`config.mk`:
```
export PLATFORM = sky130hd
export DESIGN_NAME = pot_smoother
export DESIGN_NICKNAME = d
export VERILOG_FILES = /design/src/rtl/pot_smoother_pkg.sv /design/src/rtl/pot_smoother_ctrl.sv /design/src/rtl/pot_smoother_dp.sv /design/src/rtl/pot_smoother.sv
export SDC_FILE = /design/constraint.sdc
export NUM_CORES = 1
export LEC_CHECK = 0
export ABC_AREA = 1
export BUFFER_PORTS_ARGS = -buffer_cell sky130_fd_sc_hd__buf_2
export CAP_MARGIN = 20
export CORE_UTILIZATION = 30
export CTS_CLUSTER_DIAMETER = 120
export DETAILED_ROUTE_END_ITERATION = 8
export GPL_ROUTABILITY_DRIVEN = 0
export PLACE_DENSITY_LB_ADDON = 0.15
export SYNTH_ARGS = -nofsm -noshare
export SYNTH_HDL_FRONTEND = slang
export SYNTH_SLANG_ARGS = --single-unit
```
`constraint.sdc`:
```
create_clock -name clk -period 6.4 [get_ports clk]
set_input_delay 0 -clock clk [delete_from_list [all_inputs] [get_ports clk]]
set_output_delay 0 -clock clk [all_outputs]
set_load 0.02 [all_outputs]
```
`src/rtl/pot_smoother_pkg.sv`:
```
package pot_smoother_pkg;

  // Strobes from the block counter to the datapath
  typedef struct packed {
    logic accumulate;  // add the current conversion to the running sum
    logic finish;      // current conversion closes the block
  } ctrlStrobe_t;

endpackage

```
`src/rtl/pot_smoother_ctrl.sv`:
```
module pot_smoother_ctrl
  import pot_smoother_pkg::*;
#(
  parameter int BLOCK_LEN = 256
) (
  input  logic        clk,
  input  logic        rstN,
  input  logic        adcValid,
  output ctrlStrobe_t strobe
);

  localparam int CNT_W = $clog2(BLOCK_LEN + 1);
  localparam logic [CNT_W-1:0] CNT_FULL = CNT_W'(BLOCK_LEN);
  localparam logic [CNT_W-1:0] CNT_LAST = CNT_W'(1);

  logic [CNT_W-1:0] remaining;

  always_ff @(posedge clk) begin
    if (!rstN) begin
      remaining <= CNT_FULL;
    end else if (adcValid) begin
      if (remaining == CNT_LAST) remaining <= CNT_FULL;
      else                       remaining <= remaining - CNT_W'(1);
    end
  end

  always_comb begin
    strobe.accumulate = adcValid;
    strobe.finish     = adcValid && (remaining == CNT_LAST);
  end


  count_range_chk: assert property (@(posedge clk) disable iff (!rstN)
    (remaining != '0) && (remaining <= CNT_FULL));


  idle_holds_count_chk: assert property (@(posedge clk) disable iff (!rstN)
    !adcValid |=> $stable(remaining));


  count_restart_chk: assert property (@(posedge clk) disable iff (!rstN)
    strobe.finish |=> (remaining == CNT_FULL));

endmodule

```
`src/rtl/pot_smoother_dp.sv`:
```
module pot_smoother_dp
  import pot_smoother_pkg::*;
#(
  parameter int DATA_W    = 10,
  parameter int SUM_W     = 24,
  parameter int MIN_DELAY = 256,
  parameter int DEAD_BITS = 8
) (
  input  logic              clk,
  input  logic              rstN,
  input  ctrlStrobe_t       strobe,
  input  logic [DATA_W-1:0] adcData,
  output logic [SUM_W-1:0]  desiredDelay,
  output logic              delayChanged
);

  localparam logic [SUM_W-1:0] FLOOR_VAL  = SUM_W'(MIN_DELAY);
  localparam logic [SUM_W-1:0] DEAD_LIMIT = SUM_W'(1) << DEAD_BITS;
  localparam logic [SUM_W-1:0] EVEN_MASK  = ~SUM_W'(1);

  logic [SUM_W-1:0] accSum;
  logic [SUM_W-1:0] sumNext;
  logic [SUM_W-1:0] clampedSum;
  logic [SUM_W-1:0] rawDiff;
  logic [SUM_W-1:0] moveSize;
  logic             movingDown;
  logic             bigMove;

  // Block total including the conversion on the current cycle
  always_comb begin
    sumNext    = accSum + SUM_W'(adcData);
    clampedSum = (sumNext < FLOOR_VAL) ? FLOOR_VAL : sumNext;
  end

  // Deadband test: the size of a downward move is the inverted difference
  always_comb begin
    rawDiff    = clampedSum - desiredDelay;
    movingDown = clampedSum < desiredDelay;
    moveSize   = movingDown ? ~rawDiff : rawDiff;
    bigMove    = moveSize >= DEAD_LIMIT;
  end

  always_ff @(posedge clk) begin
    if (!rstN) begin
      accSum <= '0;
    end else if (strobe.finish) begin
      accSum <= '0;
    end else if (strobe.accumulate) begin
      accSum <= sumNext;
    end
  end

  always_ff @(posedge clk) begin
    if (!rstN) begin
      desiredDelay <= FLOOR_VAL;
      delayChanged <= 1'b0;
    end else begin
      delayChanged <= strobe.finish && bigMove;
      if (strobe.finish && bigMove) desiredDelay <= clampedSum & EVEN_MASK;
    end
  end


  even_delay_chk: assert property (@(posedge clk) disable iff (!rstN)
    desiredDelay[0] == 1'b0);


  floor_delay_chk: assert property (@(posedge clk) disable iff (!rstN)
    desiredDelay >= FLOOR_VAL);


  sum_cleared_chk: assert property (@(posedge clk) disable iff (!rstN)
    strobe.finish |=> (accSum == '0));


  idle_holds_sum_chk: assert property (@(posedge clk) disable iff (!rstN)
    !strobe.accumulate |=> $stable(accSum));


  update_only_at_finish_chk: assert property (@(posedge clk) disable iff (!rstN)
    !strobe.finish |=> $stable(desiredDelay));


  pulse_marks_change_chk: assert property (@(posedge clk) disable iff (!rstN)
    delayChanged |-> (desiredDelay != $past(desiredDelay)));

endmodule

```
`src/rtl/pot_smoother.sv`:
```
module pot_smoother
  import pot_smoother_pkg::*;
#(
  parameter int DATA_W    = 10,
  parameter int SUM_W     = 24,
  parameter int BLOCK_LEN = 256,
  parameter int MIN_DELAY = 256,
  parameter int DEAD_BITS = 8
) (
  input  logic              clk,
  input  logic              rstN,
  input  logic              adcValid,
  input  logic [DATA_W-1:0] adcData,
  output logic [SUM_W-1:0]  desiredDelay,
  output logic              delayChanged
);

  ctrlStrobe_t strobe;

  pot_smoother_ctrl #(
    .BLOCK_LEN(BLOCK_LEN)
  ) u_ctrl (
    .clk     (clk),
    .rstN    (rstN),
    .adcValid(adcValid),
    .strobe  (strobe)
  );

  pot_smoother_dp #(
    .DATA_W   (DATA_W),
    .SUM_W    (SUM_W),
    .MIN_DELAY(MIN_DELAY),
    .DEAD_BITS(DEAD_BITS)
  ) u_dp (
    .clk         (clk),
    .rstN        (rstN),
    .strobe      (strobe),
    .adcData     (adcData),
    .desiredDelay(desiredDelay),
    .delayChanged(delayChanged)
  );

endmodule

```
-- Word level (Yosys, flattened, before mapping)
Index checks and enable logic that the tools add are counted.
- bits of input ports: 13
- register bits after elaboration: 57
- output and inout bits: 25
- word-level logic and storage cells: 19
- equal/unequal tests: 1
- add/subtract/negate cells: 3
- magnitude comparators: 3
- reduce and logical (&&, ||, !) cells: 3
- muxes and demuxes: 3
- bitwise gates (word level): 2
- operator list (kind ; count):
    $mux 24 ; 2
    $add 24x10->24 ; 1
    $ge 24x9->1 const B ; 1
    $lt 24x24->1 ; 1
    $lt 24x9->1 const B ; 1
    $not 24->24 ; 1
    $sub 24x24->24 ; 1
    $eq 9x1->1 const B ; 1
    $mux 9 ; 1
    $sub 9x1->9 const B ; 1
    $logic_and 1x1->1 ; 2
    $reduce_or 2->1 ; 1
    $not 1->1 ; 1

-- Depth between registers and ports, before layout
Gate-level depths: netlist of the first run.
- word-level depth: 8
- gate-level depth with buffers: 38
- gate-level depth less buffers: 37

-- Hierarchy
A second synthesis of the first run with hierarchy kept.
- cells, all modules: 982
- area, all modules: 5489.0 sq um
- by module, submodules not included (module ; area each (sq um) ; cells each ; sequential area each (sq um) ; times used):
    pot_smoother_dp ; 5031.1 ; 918 ; 960.9 ; 1
    pot_smoother_ctrl ; 457.9 ; 64 ; 180.2 ; 1

-- Worst setup path after synthesis of the first run
Ideal clock, no wire load.
- path type: register to register
- start point: register u_dp.accSum[0]
- end point: register u_dp.desiredDelay[12]
- required time: 6.258 ns
- setup time: 0.142 ns
- setup slack: 2.374 ns
- clock period less this slack: 4.026 ns
- stages on the path, launching flop included: 37
- path buffers: 1
- data arrival time: 3.884 ns
- path through: dfxtp_1 ha_1 fa_1 nand2_1 a21oi_1 nand2_1 nand2_1 nand3_1 nand3_1 nand2_1 inv_1 nand2_1 nor2_1 nand2_1 nor2_2 nor2_1 inv_1 ha_1 fa_1 inv_1 nand2_1 nand2_1 and2_1 nand2_1 nand3_1 nand2_1 nand2_1 nand2_1 nand2_1 nand2_1 nand2_1 nand2_1 nor2_2 nand3_4 buf_2 nand3_1 a21oi_2
- longest elaborated chain between the ends: 8
- elaborated cells on any way between the ends: 9
- classes of those cells: add/sub: 2; order compare: 3; mux: 2; bitwise: 1; reduce/logical: 1
- RTL lines (what ; line ; text):
    start, declared ; pot_smoother_dp.sv:21 ; logic [SUM_W-1:0] accSum;
    start signal, assigned ; pot_smoother_dp.sv:49 ; accSum <= sumNext;
    $add 24x10->24 * ; pot_smoother_dp.sv:31 ; sumNext = accSum + SUM_W'(adcData);
    $lt 24x9->1 ; pot_smoother_dp.sv:32 ; clampedSum = (sumNext < FLOOR_VAL) ? FLOOR_VAL : sumNext;
    $mux 24 * ; pot_smoother_dp.sv:32 ;
    named net u_dp.clampedSum[22] ; pot_smoother_dp.sv:23 ; logic [SUM_W-1:0] clampedSum;
    $sub 24x24->24 ; pot_smoother_dp.sv:37 ; rawDiff = clampedSum - desiredDelay;
    $not 24->24 ; pot_smoother_dp.sv:39 ; moveSize = movingDown ? ~rawDiff : rawDiff;
    $mux 24 * ; pot_smoother_dp.sv:39 ;
    $ge 24x9->1 * ; pot_smoother_dp.sv:40 ; bigMove = moveSize >= DEAD_LIMIT;
    $logic_and 1x1->1 * ; pot_smoother_dp.sv:59 ; if (strobe.finish && bigMove) desiredDelay <= clampedSum & EVEN_MASK;
    end signal, assigned ; pot_smoother_dp.sv:59 ;
    end, declared ; pot_smoother_dp.sv:13 ; output logic [SUM_W-1:0] desiredDelay,
Mark *: on every way through the listed nets, which the timed path passes. The rest lies on a longest branch.
A chain may end at the register's enable or synchronous reset.

-- Worst setup path in the final report of the first run
- start point: register u_dp.accSum[0]
- end point: register u_dp.desiredDelay[9]
Same word-level chain as after synthesis.

==> results.py, run 1 <==
metrics = {
    "yosys": {
        "synth_cells": 972,
        "async_flop_share_pct": 0,
        "post_synth.cell_area_avg_um2": 5.69,
        "synth_cell_type_count": 39,
        "synth-main-ff-cell": "dfxtp_1",
        "synthTopCellsByCount": "316 x nand2_1, 181 x inv_1, 83 x nand3_1",
        "synth_area_um2": 5540,
        "synth.largest_area_cell": "nand2_1",
        "yosys_warnings": 0,
        "synthesis.nets": 1023,
        "synthTopCellsByArea": "nand2_1 21%, dfxtp_1 21%, inv_1 12%, ha_1 8.1%, nand3_1 7.5%",
        "synth-seq-area-share_pct": 20.6,
        "yosysTopAreaCellShare_pct": 21.4,
        "yosysMostFrequentCell": "nand2_1",
        "synth_seq_cells": 57,
        "synth-edff-count": 0,
    },
    "sta": {
        "worst_pin_slew_ns": 0.964,
        "setup_tns_ns": 0,
        "skew_ns": 0.00612,
        "final_max_slew_viol_count": 0,
        "slew_headroom_pct": 35.6,
        "setup_viol": 0,
        "fin_crit_ns": 5.16,
        "hold_viol": 0,
        "period_share_pct": 80.6,
        "rsz0062_at_grt": "no",
        "fmax_ghz": 0.194,
    },
    "outcome": {
        "outcome": "finished clean",
    },
    "cells_and_area": {
        "n_fill_cell": 2080,
        "drive_gt1_share_pct": 10.1,
        "nNetsFinal": 1052,
        "final_cell_area_um2": 6220,
        "antenna-diode-count": 0,
        "final_util_pct": 34.5,
        "syn2layout_area_growth_pct": 12.3,
    },
    "global_routing": {
        "grtUsageMet2_pct": 31.2,
        "grt_use_met3_pct": 2.35,
        "grt_usage_pct": 18.3,
        "antenna_found_initial": 0,
        "grt_max_degree": 32,
        "grt_pass1_wl_um": 26900,
        "top_usage_layer": "met2",
        "grt_overflow": 0,
        "grt_pass1_vias": 5404,
        "met1_usage_pct": 24.1,
    },
    "cts": {
        "cts_tree": "built",
        "clk_path_buf_depth": 2,
        "clk_pin_slew_worst_paths_ns": 0.05,
        "clkLatencyLatePin_ns": 0.33,
        "clockRootBuffer": "clkbuf_16",
        "cts_made_buffers": 9,
        "cts.sinks": 57,
        "h-tree-depth": 3,
        "cts_resized": 0,
        "cts_setup_buffers": 0,
    },
    "detailed_routing": {
        "drc": 0,
        "antenna_left": 0,
        "wirelength_um": 16400,
        "vias": 5719,
        "drt_iter0_drc": 284,
        "wl_per_cell_um": 13.3,
        "vias_per_cell": 4.63,
        "firstDrtPassIters": 5,
    },
    "pwr": {
        "p_per_area_nw_per_um2": 266,
        "p_leak_nw": 3.45,
        "vdd_drop_max_mv": 0.131,
    },
    "place": {
        "dp_hpwl_um": 13500,
        "port_buffers": 36,
        "placed_area_um2": 5900,
    },
    "critical_path": {
        "crit_top_cell": "nand2_1",
        "slowest_delay_ns": 0.39,
        "critPathLaunchType": "register",
        "crit_path_top_delay_cell": "fa_1",
        "end_kind": "register",
        "path_max_fanout": 24,
        "crit_required_ns": 6.64,
        "crit_arrival_ns": 5.40,
        "crit_type": "register to register",
    },
    "run": {
        "maxCapViolCount": 0,
    },
    "floorplan": {
        "die_area_um2": 19000,
        "rows": 49,
        "chipHeight_um": 138,
        "die_x_um": 138,
        "core_area_um2": 18000,
        "start_util_pct": 30.7,
        "io_pins": 38,
    },
    "hold_path": {
        "worstHoldPathType": "primary input to register",
    },
}
[cells in the final DEF (no fill, tap or decap), types with 5 or more instances in the layout]
master and instances:
a21oi_1 58, a21oi_2 10, buf_2 36, clkbuf_16 9
dfxtp_1 57, ha_1 36, inv_1 181, inv_2 15
nand2_1 316, nand2_2 16, nand3_1 83, nand3b_1 5
nand4_1 21, nor2_1 73, nor2_2 6, nor3_1 10
o211ai_1 5, o21ai_0 23, xor2_1 13
[cell type report]
cell class / instances / area [um^2] / share of cell area (%)
clock buffers: 11 / 233 / 3.74
multi-input cells: 698 / 3540 / 56.9
flip-flops and latches: 57 / 1140 / 18.4
repair buffers: 38 / 198 / 3.18
clock inverters: 5 / 80.1 / 1.29
well taps: 229 / 287 / 4.61
inverters: 197 / 739 / 11.9
[through the flow]
stage / hold slack [ns] / cells / power (mW) / setup slack [ns]
final: 0.0854 / 1235 / 1.65 / 1.24
after floorplan: 0.0846 / 972 / 0.967 / 2.37
after CTS: 0.0708 / 1235 / 1.67 / 1.20
after global placement: 0.261 / 1218 / 1.14 / 1.27
after global routing: 0.108 / 1235 / 1.80 / 0.655
after detailed placement: 0.256 / 1218 / 1.14 / 1.22
[critical path, delay by kind of cell (launching register included)]
family | cells | cell delay [ns]
adder cells (fa/ha/maj) | 3 | 0.98
AND/OR/NAND/NOR | 26 | 3.14
flip-flops | 1 | 0.31
AO/OA/AOI/OAI | 2 | 0.24
buffers and inverters | 3 | 0.39
[flip-flops by register name, indices dropped and copies added (netlist names)]
name / count
u_dp.accSum: 24
u_dp.desiredDelay: 23
u_ctrl.remaining: 9
u_dp.delayChanged: 1
[worst paths after layout]
check | start | slack, ns | to | cells past startpoint
worst max-delay path | u_dp.accSum[0] | 1.24 | u_dp.desiredDelay[9] | 34
worst min-delay path | adcData[0] | 0.09 | u_dp.accSum[0] | 4
worst max register to register | u_dp.accSum[0] | 1.24 | u_dp.desiredDelay[9] | 34
worst min register to register | u_ctrl.remaining[7] | 0.46 | u_ctrl.remaining[7] | 1
[where the power goes]
group,switching (mW),internal [mW]
sequential,0.0168,0.377
combinational,0.503,0.236
clock,0.179,0.340
total,0.698,0.954
[kinds of logic (layout without fill, tap and decap cells)]
family	after synthesis	count (layout)	synth area share [%]
XOR/XNOR	16	16	2.53
adder cells (fa/ha/maj)	38	38	8.86
other	1	1	0.0677
AND/OR/NAND/NOR	541	541	42.2
flip-flops	57	57	20.6
buffers and inverters	217	251	15.4
AO/OA/AOI/OAI	102	102	10.3
[what timing repair did]
action | CTS | global route
setup endpoints to repair | 0 | 0
hold buffers | 1 | 0
hold endpoints to repair | 2 | 0
[per-layer routing]
metal,routed length [um],part of all wire [%]
met5,0,0
met4,273,1.7
met1,8160,50
met2,7630,46
met3,374,2.3
Note: power is estimated with default switching activity, not from simulation.
==> run 2: changes to the inputs <==
--- a/config.mk
+++ b/config.mk
@@ -5,7 +5,7 @@
 export SDC_FILE = /design/constraint.sdc
 export NUM_CORES = 1
 export LEC_CHECK = 0
-export ABC_AREA = 1
+export ABC_AREA = 0
 export BUFFER_PORTS_ARGS = -buffer_cell sky130_fd_sc_hd__buf_2
 export CAP_MARGIN = 20
 export CORE_UTILIZATION = 30
==> constraint.sdc (replaced) <==
create_clock -name clk -period 5.3 [get_ports clk]
set_input_delay 0 -clock clk [delete_from_list [all_inputs] [get_ports clk]]
set_output_delay 0 -clock clk [all_outputs]
set_load 0.02 [all_outputs]
==> run 2 against run 1 <==
The flow now finishes with violations (negative setup slack). Critical endpoint is now u_dp.desiredDelay[10]. Register-to-register slack lost 1.6 ns. Combinational power up 110%. Sequential cell count stayed put. Via count decreased by 19%. Power up 60%. Critical path depth fell by 8. Area after synthesis fell by 14%. Wire length fell by 12%. Largest cell class unchanged. Critical path type unchanged. Synthesized cell count shrank 38%. Cell count fell by 26%. Utilization rose by 8.1 points.
==> results.py, run 2 <==
metrics = {
    "outcome": {
        "outcome": "finished, violations left",
        "violations": "negative setup slack",
    },
    "yosys": {
        "synthTopCellsByArea": "dfxtp_1 24%, ha_1 9.4%, xnor2_1 5.7%, nor2_1 4.1%, xor2_1 3.7%",
        "synth-main-ff-cell": "dfxtp_1",
        "synth_area_um2": 4780,
        "post_synth.cell_area_avg_um2": 7.92,
        "synth-seq-area-share_pct": 23.9,
        "synth.largest_area_cell": "dfxtp_1",
        "synthTopCellsByCount": "57 x dfxtp_1, 52 x nor2_1, 39 x nand2_1",
        "yosysMostFrequentCell": "dfxtp_1",
        "synth_cell_type_count": 67,
        "synth-edff-count": 0,
        "async_flop_share_pct": 0,
        "synth_cells": 604,
        "synth_seq_cells": 57,
        "synthesis.nets": 655,
        "yosysTopAreaCellShare_pct": 23.9,
        "yosys_warnings": 0,
    },
    "place": {
        "place_ws_ns": -0.588,
        "dp_hpwl_um": 10900,
        "port_buffers": 36,
    },
    "sta": {
        "skew_ns": 0.0140,
        "hold_viol": 0,
        "fin_crit_ns": 5.63,
        "timing.final.ws_setup_ns": -0.326,
        "fmax_ghz": 0.178,
        "rsz0062_at_grt": "yes",
        "period_share_pct": 106,
        "setup_viol": 24,
        "slew_headroom_pct": 44.9,
        "final_max_slew_viol_count": 0,
        "worst_pin_slew_ns": 0.824,
    },
    "floorplan": {
        "io_pins": 38,
        "core_area_um2": 15400,
        "die_x_um": 128,
        "die_area_um2": 16400,
        "chipHeight_um": 128,
        "start_util_pct": 31.1,
        "rows": 45,
    },
    "hold_path": {
        "worstHoldPathType": "primary input to register",
    },
    "critical_path": {
        "critPathLaunchType": "register",
        "r2r-end": "u_dp.desiredDelay[10]",
        "r2r_start": "u_dp.accSum[0]",
        "critPathCapture": "u_dp.desiredDelay[10]",
        "path_depth": 26,
        "crit_path_start": "u_dp.accSum[0]",
        "crit_path_top_delay_cell": "or4_4",
        "crit_required_ns": 5.56,
        "crit_buf_inv": 4,
        "slowest_delay_ns": 0.55,
        "path_max_fanout": 11,
        "crit_arrival_ns": 5.88,
        "crit_top_cell": "buf_6",
        "crit_family": "compound AO/OA/AOI/OAI gates",
        "r2r_setup_slack_ns": -0.33,
        "rr_worst_depth": 26,
        "end_kind": "register",
        "crit_type": "register to register",
    },
    "detailed_routing": {
        "antenna_left": 0,
        "drt_iter0_drc": 204,
        "vias_per_cell": 5.03,
        "wl_met1_um": 6880,
        "wirelength_um": 14500,
        "dr_wl_met2_um": 6910,
        "firstDrtPassIters": 4,
        "drc": 0,
        "wl_per_cell_um": 15.8,
        "route.met3.wl_um": 355,
        "vias": 4620,
        "dr.max_layer_used": "met4",
    },
    "global_routing": {
        "antenna_found_initial": 0,
        "grt_usage_pct": 17.9,
        "grt_overflow": 0,
        "grt_pass1_wl_um": 23300,
        "grt_pass1_vias": 4586,
        "grt_max_degree": 26,
    },
    "cells_and_area": {
        "nNetsFinal": 754,
        "drive_gt1_share_pct": 33.5,
        "final_cell_mix": "70 x buf_4, 56 x dfxtp_1, 50 x nor2_1",
        "final_util_pct": 42.6,
        "syn2layout_area_growth_pct": 36.9,
        "layout_commonest_cell": "buf_4",
        "antenna-diode-count": 0,
        "largest_reg_flops": 24,
        "largest_register": "u_dp.accSum",
        "largestRegisters": "u_dp.accSum (24), u_dp.desiredDelay (23), u_ctrl.remaining (9)",
    },
    "cts": {
        "clk_path_buf_depth": 2,
        "cts_tree": "built",
        "h-tree-depth": 3,
        "clk_pin_slew_worst_paths_ns": 0.05,
        "cts.sinks": 57,
        "clockRootBuffer": "clkbuf_16",
        "clkLatencyLatePin_ns": 0.33,
        "cts_made_buffers": 9,
    },
    "pwr": {
        "p_per_area_nw_per_um2": 404,
        "p_leak_nw": 2.86,
        "vdd_drop_max_mv": 0.164,
    },
    "run": {
        "maxCapViolCount": 0,
    },
}
run 2: cell families after synthesis:
group	after synthesis	share of synthesized area (%)
and+or+nand+nor	224	25.2
muxes	16	3.38
other	1	0.0784
AOI/OAI and AO/OA	149	21.5
buffers and inverters	68	6.36
xor gates and xnor gates	51	9.34
adders and majority gates	38	10.3
DFF	57	23.9
run 2: repair_timing:
item	CTS	global route
gates resized for setup	20	71
setup endpoints to repair	24	24
buffers inserted	0	11
pin swaps	2	27
hold endpoints to repair	2	0
gates cloned	0	2
hold buffers	1	0
run 2: cell type report:
| class | count | area, um^2 |
|---|---|---|
| clock buffer | 10 | 229 |
| timing repair buffer | 119 | 926 |
| tap | 211 | 264 |
| inverter | 37 | 139 |
| clock inverter | 6 | 82.6 |
| fill | 1549 | 8820 |
| sequential | 57 | 1140 |
| multi-input combinational | 479 | 3770 |
run 2: worst min path at each step:
stage                     from                   to  slack (ns)  cells after the start
detailed placement        rstN  u_ctrl.remaining[8]        0.23                      2
global placement          rstN  u_ctrl.remaining[8]        0.23                      2
global route        adcData[0]       u_dp.accSum[0]         0.1                      4
finish              adcData[0]       u_dp.accSum[0]        0.07                      4
floorplan                 rstN  u_ctrl.remaining[8]        0.07                      1
CTS                 adcData[0]       u_dp.accSum[0]        0.07                      4
run 2: metal layers:
| metal | vias to the layer above | global-route usage [%] |
|---|---|---|
| met1 | 2178 | 23.7 |
| li1 | 2351 | - |
| met5 | - | 0 |
| met4 | 0 | 8.17 |
| met3 | 20 | 1.84 |
| met2 | 71 | 29.3 |
run 2: worst reg2reg max path, stage by stage (launching register included):
cell and delay, ns:
dfxtp_2 0.33, ha_4 0.16, fa_2 0.34, a21o_1 0.19, a221oi_2 0.29, o211a_1 0.27
buf_6 0.11, nor3_2 0.03, xor2_1 0.17, a2111o_1 0.44, nor4_4 0.16, buf_6 0.20
nand2_4 0.08, buf_6 0.13, nand2_4 0.08, ha_4 0.22, a21oi_4 0.14, o21ai_4 0.09
o31a_1 0.34, nor2_2 0.14, xnor2_2 0.09, or4_4 0.55, nor4b_4 0.26, o2111a_2 0.33
clkbuf_16 0.21, o21ai_1 0.08, a21oi_2 0.14
run 2: power breakdown:
| part | internal (mW) | switching (mW) | total (mW) |
|---|---|---|---|
| clock | 0.409 | 0.204 | 0.613 |
| combinational | 0.744 | 0.809 | 1.55 |
| sequential | 0.456 | 0.0216 | 0.478 |
| total | 1.61 | 1.03 | 2.64 |
run 2: through the flow:
stage	instances	cell area, um^2	hold slack (ns)	power [mW]	setup TNS, ns
after floorplan	604	4800	0.0718	1.28	0
after global placement	886	5600	0.229	1.68	-10.43
after detailed placement	887	5620	0.232	1.68	-12.60
after CTS	904	6020	0.0705	2.40	-8.11
after global routing	919	6550	0.0954	2.82	-13.92
final	919	6550	0.0665	2.64	-6.80
==> run 3: changes to the inputs <==
--- a/config.mk
+++ b/config.mk
@@ -8,10 +8,10 @@
 export ABC_AREA = 0
 export BUFFER_PORTS_ARGS = -buffer_cell sky130_fd_sc_hd__buf_2
 export CAP_MARGIN = 20
+export CORE_MARGIN = 5
 export CORE_UTILIZATION = 30
 export CTS_CLUSTER_DIAMETER = 120
 export DETAILED_ROUTE_END_ITERATION = 8
-export GPL_ROUTABILITY_DRIVEN = 0
 export PLACE_DENSITY_LB_ADDON = 0.15
 export SYNTH_ARGS = -nofsm -noshare
 export SYNTH_HDL_FRONTEND = slang
==> run 3 against run 2 <==
The run still ends with negative setup slack left. Register-to-register slack got worse by 0.07 ns. Worst hold slack better by 0.0057 ns. Critical path depth decreased by 1. First-iteration DRC count increased by 8.8%. Wire length grew 5.2%. Clock-buffer cell count increased by 2. Critical path type unchanged. Highest routed layer unchanged.
==> results.py, run 3 (synthesis gave the netlist of run 2 again) <==
metrics = {
    "outcome": {
        "outcome": "finished, violations left",
        "violations": "negative setup slack",
    },
    "hold_path": {
        "worstHoldPathType": "primary input to register",
        "hold_depth": 4,
    },
    "detailed_routing": {
        "firstDrtPassIters": 5,
        "antenna_left": 0,
        "drc": 0,
        "wl_per_cell_um": 16.3,
        "drt_iter0_drc": 222,
        "wirelength_um": 15300,
        "vias_per_cell": 5.10,
        "vias": 4762,
    },
    "critical_path": {
        "crit_family": "compound AO/OA/AOI/OAI gates",
        "crit_arrival_ns": 5.95,
        "crit_required_ns": 5.55,
        "slowest_delay_ns": 0.43,
        "crit_type": "register to register",
        "end_kind": "register",
        "critPathLaunchType": "register",
        "rr_worst_depth": 25,
        "crit_top_cell": "buf_4",
        "path_max_fanout": 6,
        "path_depth": 25,
        "crit_path_top_delay_cell": "or4_4",
        "crit_buf_inv": 5,
    },
    "pwr": {
        "vdd_drop_max_mv": 0.166,
        "p_leak_nw": 2.90,
        "p_per_area_nw_per_um2": 402,
        "intPower_mw": 1.63,
        "combPwrFrac_pct": 60.7,
        "power_mw": 2.69,
        "p_sw_mw": 1.05,
        "clkPwrFrac_pct": 21.5,
        "pwr-share-seq_pct": 17.8,
        "swShare_pct": 39.2,
    },
    "place": {
        "port_buffers": 36,
        "placed_area_um2": 5680,
        "place_ws_ns": -0.523,
        "dp_hpwl_um": 11100,
        "gp_congestion": 0.976,
    },
    "cts": {
        "cts_made_buffers": 9,
        "cts.sinks": 57,
        "cts_tree": "built",
        "h-tree-depth": 3,
        "clockRootBuffer": "clkbuf_16",
        "clk_path_buf_depth": 2,
        "clkLatencyLatePin_ns": 0.32,
        "clk_pin_slew_worst_paths_ns": 0.05,
    },
    "sta": {
        "worst_pin_slew_ns": 0.794,
        "setup_tns_ns": -8.91,
        "final_max_slew_viol_count": 0,
        "hold_viol": 0,
        "rsz0062_at_grt": "yes",
        "slew_headroom_pct": 47.1,
        "fin_crit_ns": 5.70,
        "fmax_ghz": 0.175,
        "skew_ns": 0.00410,
        "period_share_pct": 108,
        "whs_ns": 0.0722,
        "timing.final.ws_setup_ns": -0.399,
        "setup_viol": 24,
    },
    "global_routing": {
        "grt_overflow": 0,
        "grt_usage_pct": 15.7,
        "antenna_found_initial": 0,
        "grt_pass1_vias": 4529,
        "grt_max_degree": 26,
        "grt_pass1_wl_um": 23100,
    },
    "cells_and_area": {
        "n_fill_cell": 1605,
        "largestRegisters": "u_dp.accSum (24), u_dp.desiredDelay (23), u_ctrl.remaining (9)",
        "drive_gt1_share_pct": 34.4,
        "syn2layout_area_growth_pct": 39.8,
        "regArea_um2": 1140,
        "nNetsFinal": 765,
        "layout_commonest_cell": "buf_4",
        "largest_register": "u_dp.accSum",
        "final_cell_area_um2": 6690,
        "antenna-diode-count": 0,
        "final_cell_mix": "79 x buf_4, 56 x dfxtp_1, 50 x nor2_1",
        "multiInputGateArea_um2": 3800,
        "largest_reg_flops": 24,
    },
    "floorplan": {
        "chipHeight_um": 136,
        "die_area_um2": 18600,
        "rows": 46,
        "die_x_um": 136,
        "io_pins": 38,
        "core_area_um2": 15800,
        "start_util_pct": 30.3,
    },
    "run": {
        "maxCapViolCount": 0,
    },
}
## run 3: metrics by stage
stage	cells	utilization, %
floorplan	604	-
finish	934	42.4
CTS	923	38.8
global placement	898	35.9
global route	934	42.4
detailed placement	899	36.0
## run 3: cell type report
type | instances | area share (%)
clock inverters | 3 | 0.599
flip-flops and latches | 57 | 17.1
inverters | 37 | 2.08
well taps | 216 | 4.04
clock buffers | 12 | 3.84
repair buffers | 130 | 15.5
multi-input cells | 479 | 56.9
## run 3: worst reg2reg max path: stages (launching register included)
cell,delay [ns]
dfxtp_2,0.33
ha_4,0.16
fa_2,0.33
a21o_1,0.19
a221oi_2,0.21
buf_4,0.15
o211a_4,0.19
nor2_4,0.04
a211o_1,0.31
a2111o_1,0.41
nor4_4,0.16
buf_6,0.18
a21boi_1,0.14
ha_1,0.34
buf_4,0.13
nand4_1,0.16
buf_4,0.18
a21o_1,0.16
nor2b_4,0.13
xnor2_2,0.16
or4_4,0.44
nor4b_4,0.38
o2111a_2,0.37
buf_12,0.17
o21ai_1,0.08
a21oi_2,0.16
## run 3: power groups by stage
stage | registers, mW | logic (mW) | clock network, mW
6_report | 0.479 | 1.63 | 0.577
5_1_grt | 0.483 | 1.75 | 0.615
4_1_cts | 0.477 | 1.30 | 0.593
3_5_place_dp | 0.486 | 1.22 | 0
3_3_place_gp | 0.485 | 1.22 | 0
2_1_floorplan | 0.484 | 0.795 | 0
## run 3: what timing repair did
item,in CTS,in global routing
pin swaps,2,20
buffers inserted,7,5
gates resized for setup,14,85
hold buffers,1,0
endpoints found under the setup margin,24,24
endpoints found under the hold margin,2,0
cloned,1,5
## run 3: path summary, 6_finish.rpt
| kind | slack [ns] | start | endpoint |
|---|---|---|---|
| setup / recovery | -0.40 | u_dp.accSum[0] | u_dp.desiredDelay[7] |
| hold reg to reg | 0.49 | u_dp.accSum[2] | u_dp.accSum[2] |
| hold / removal | 0.07 | adcData[0] | u_dp.accSum[0] |
| setup reg to reg | -0.40 | u_dp.accSum[0] | u_dp.desiredDelay[7] |
## run 3: metal layers
layer / global-route usage [%] / vias up / part of all wire (%)
met4: 5.99 / 0 / 2.4
met2: 26.5 / 83 / 50
met5: 0 / - / 0
li1: - / 2380 / -
met3: 2.04 / 23 / 2.5
met1: 20.3 / 2276 / 45
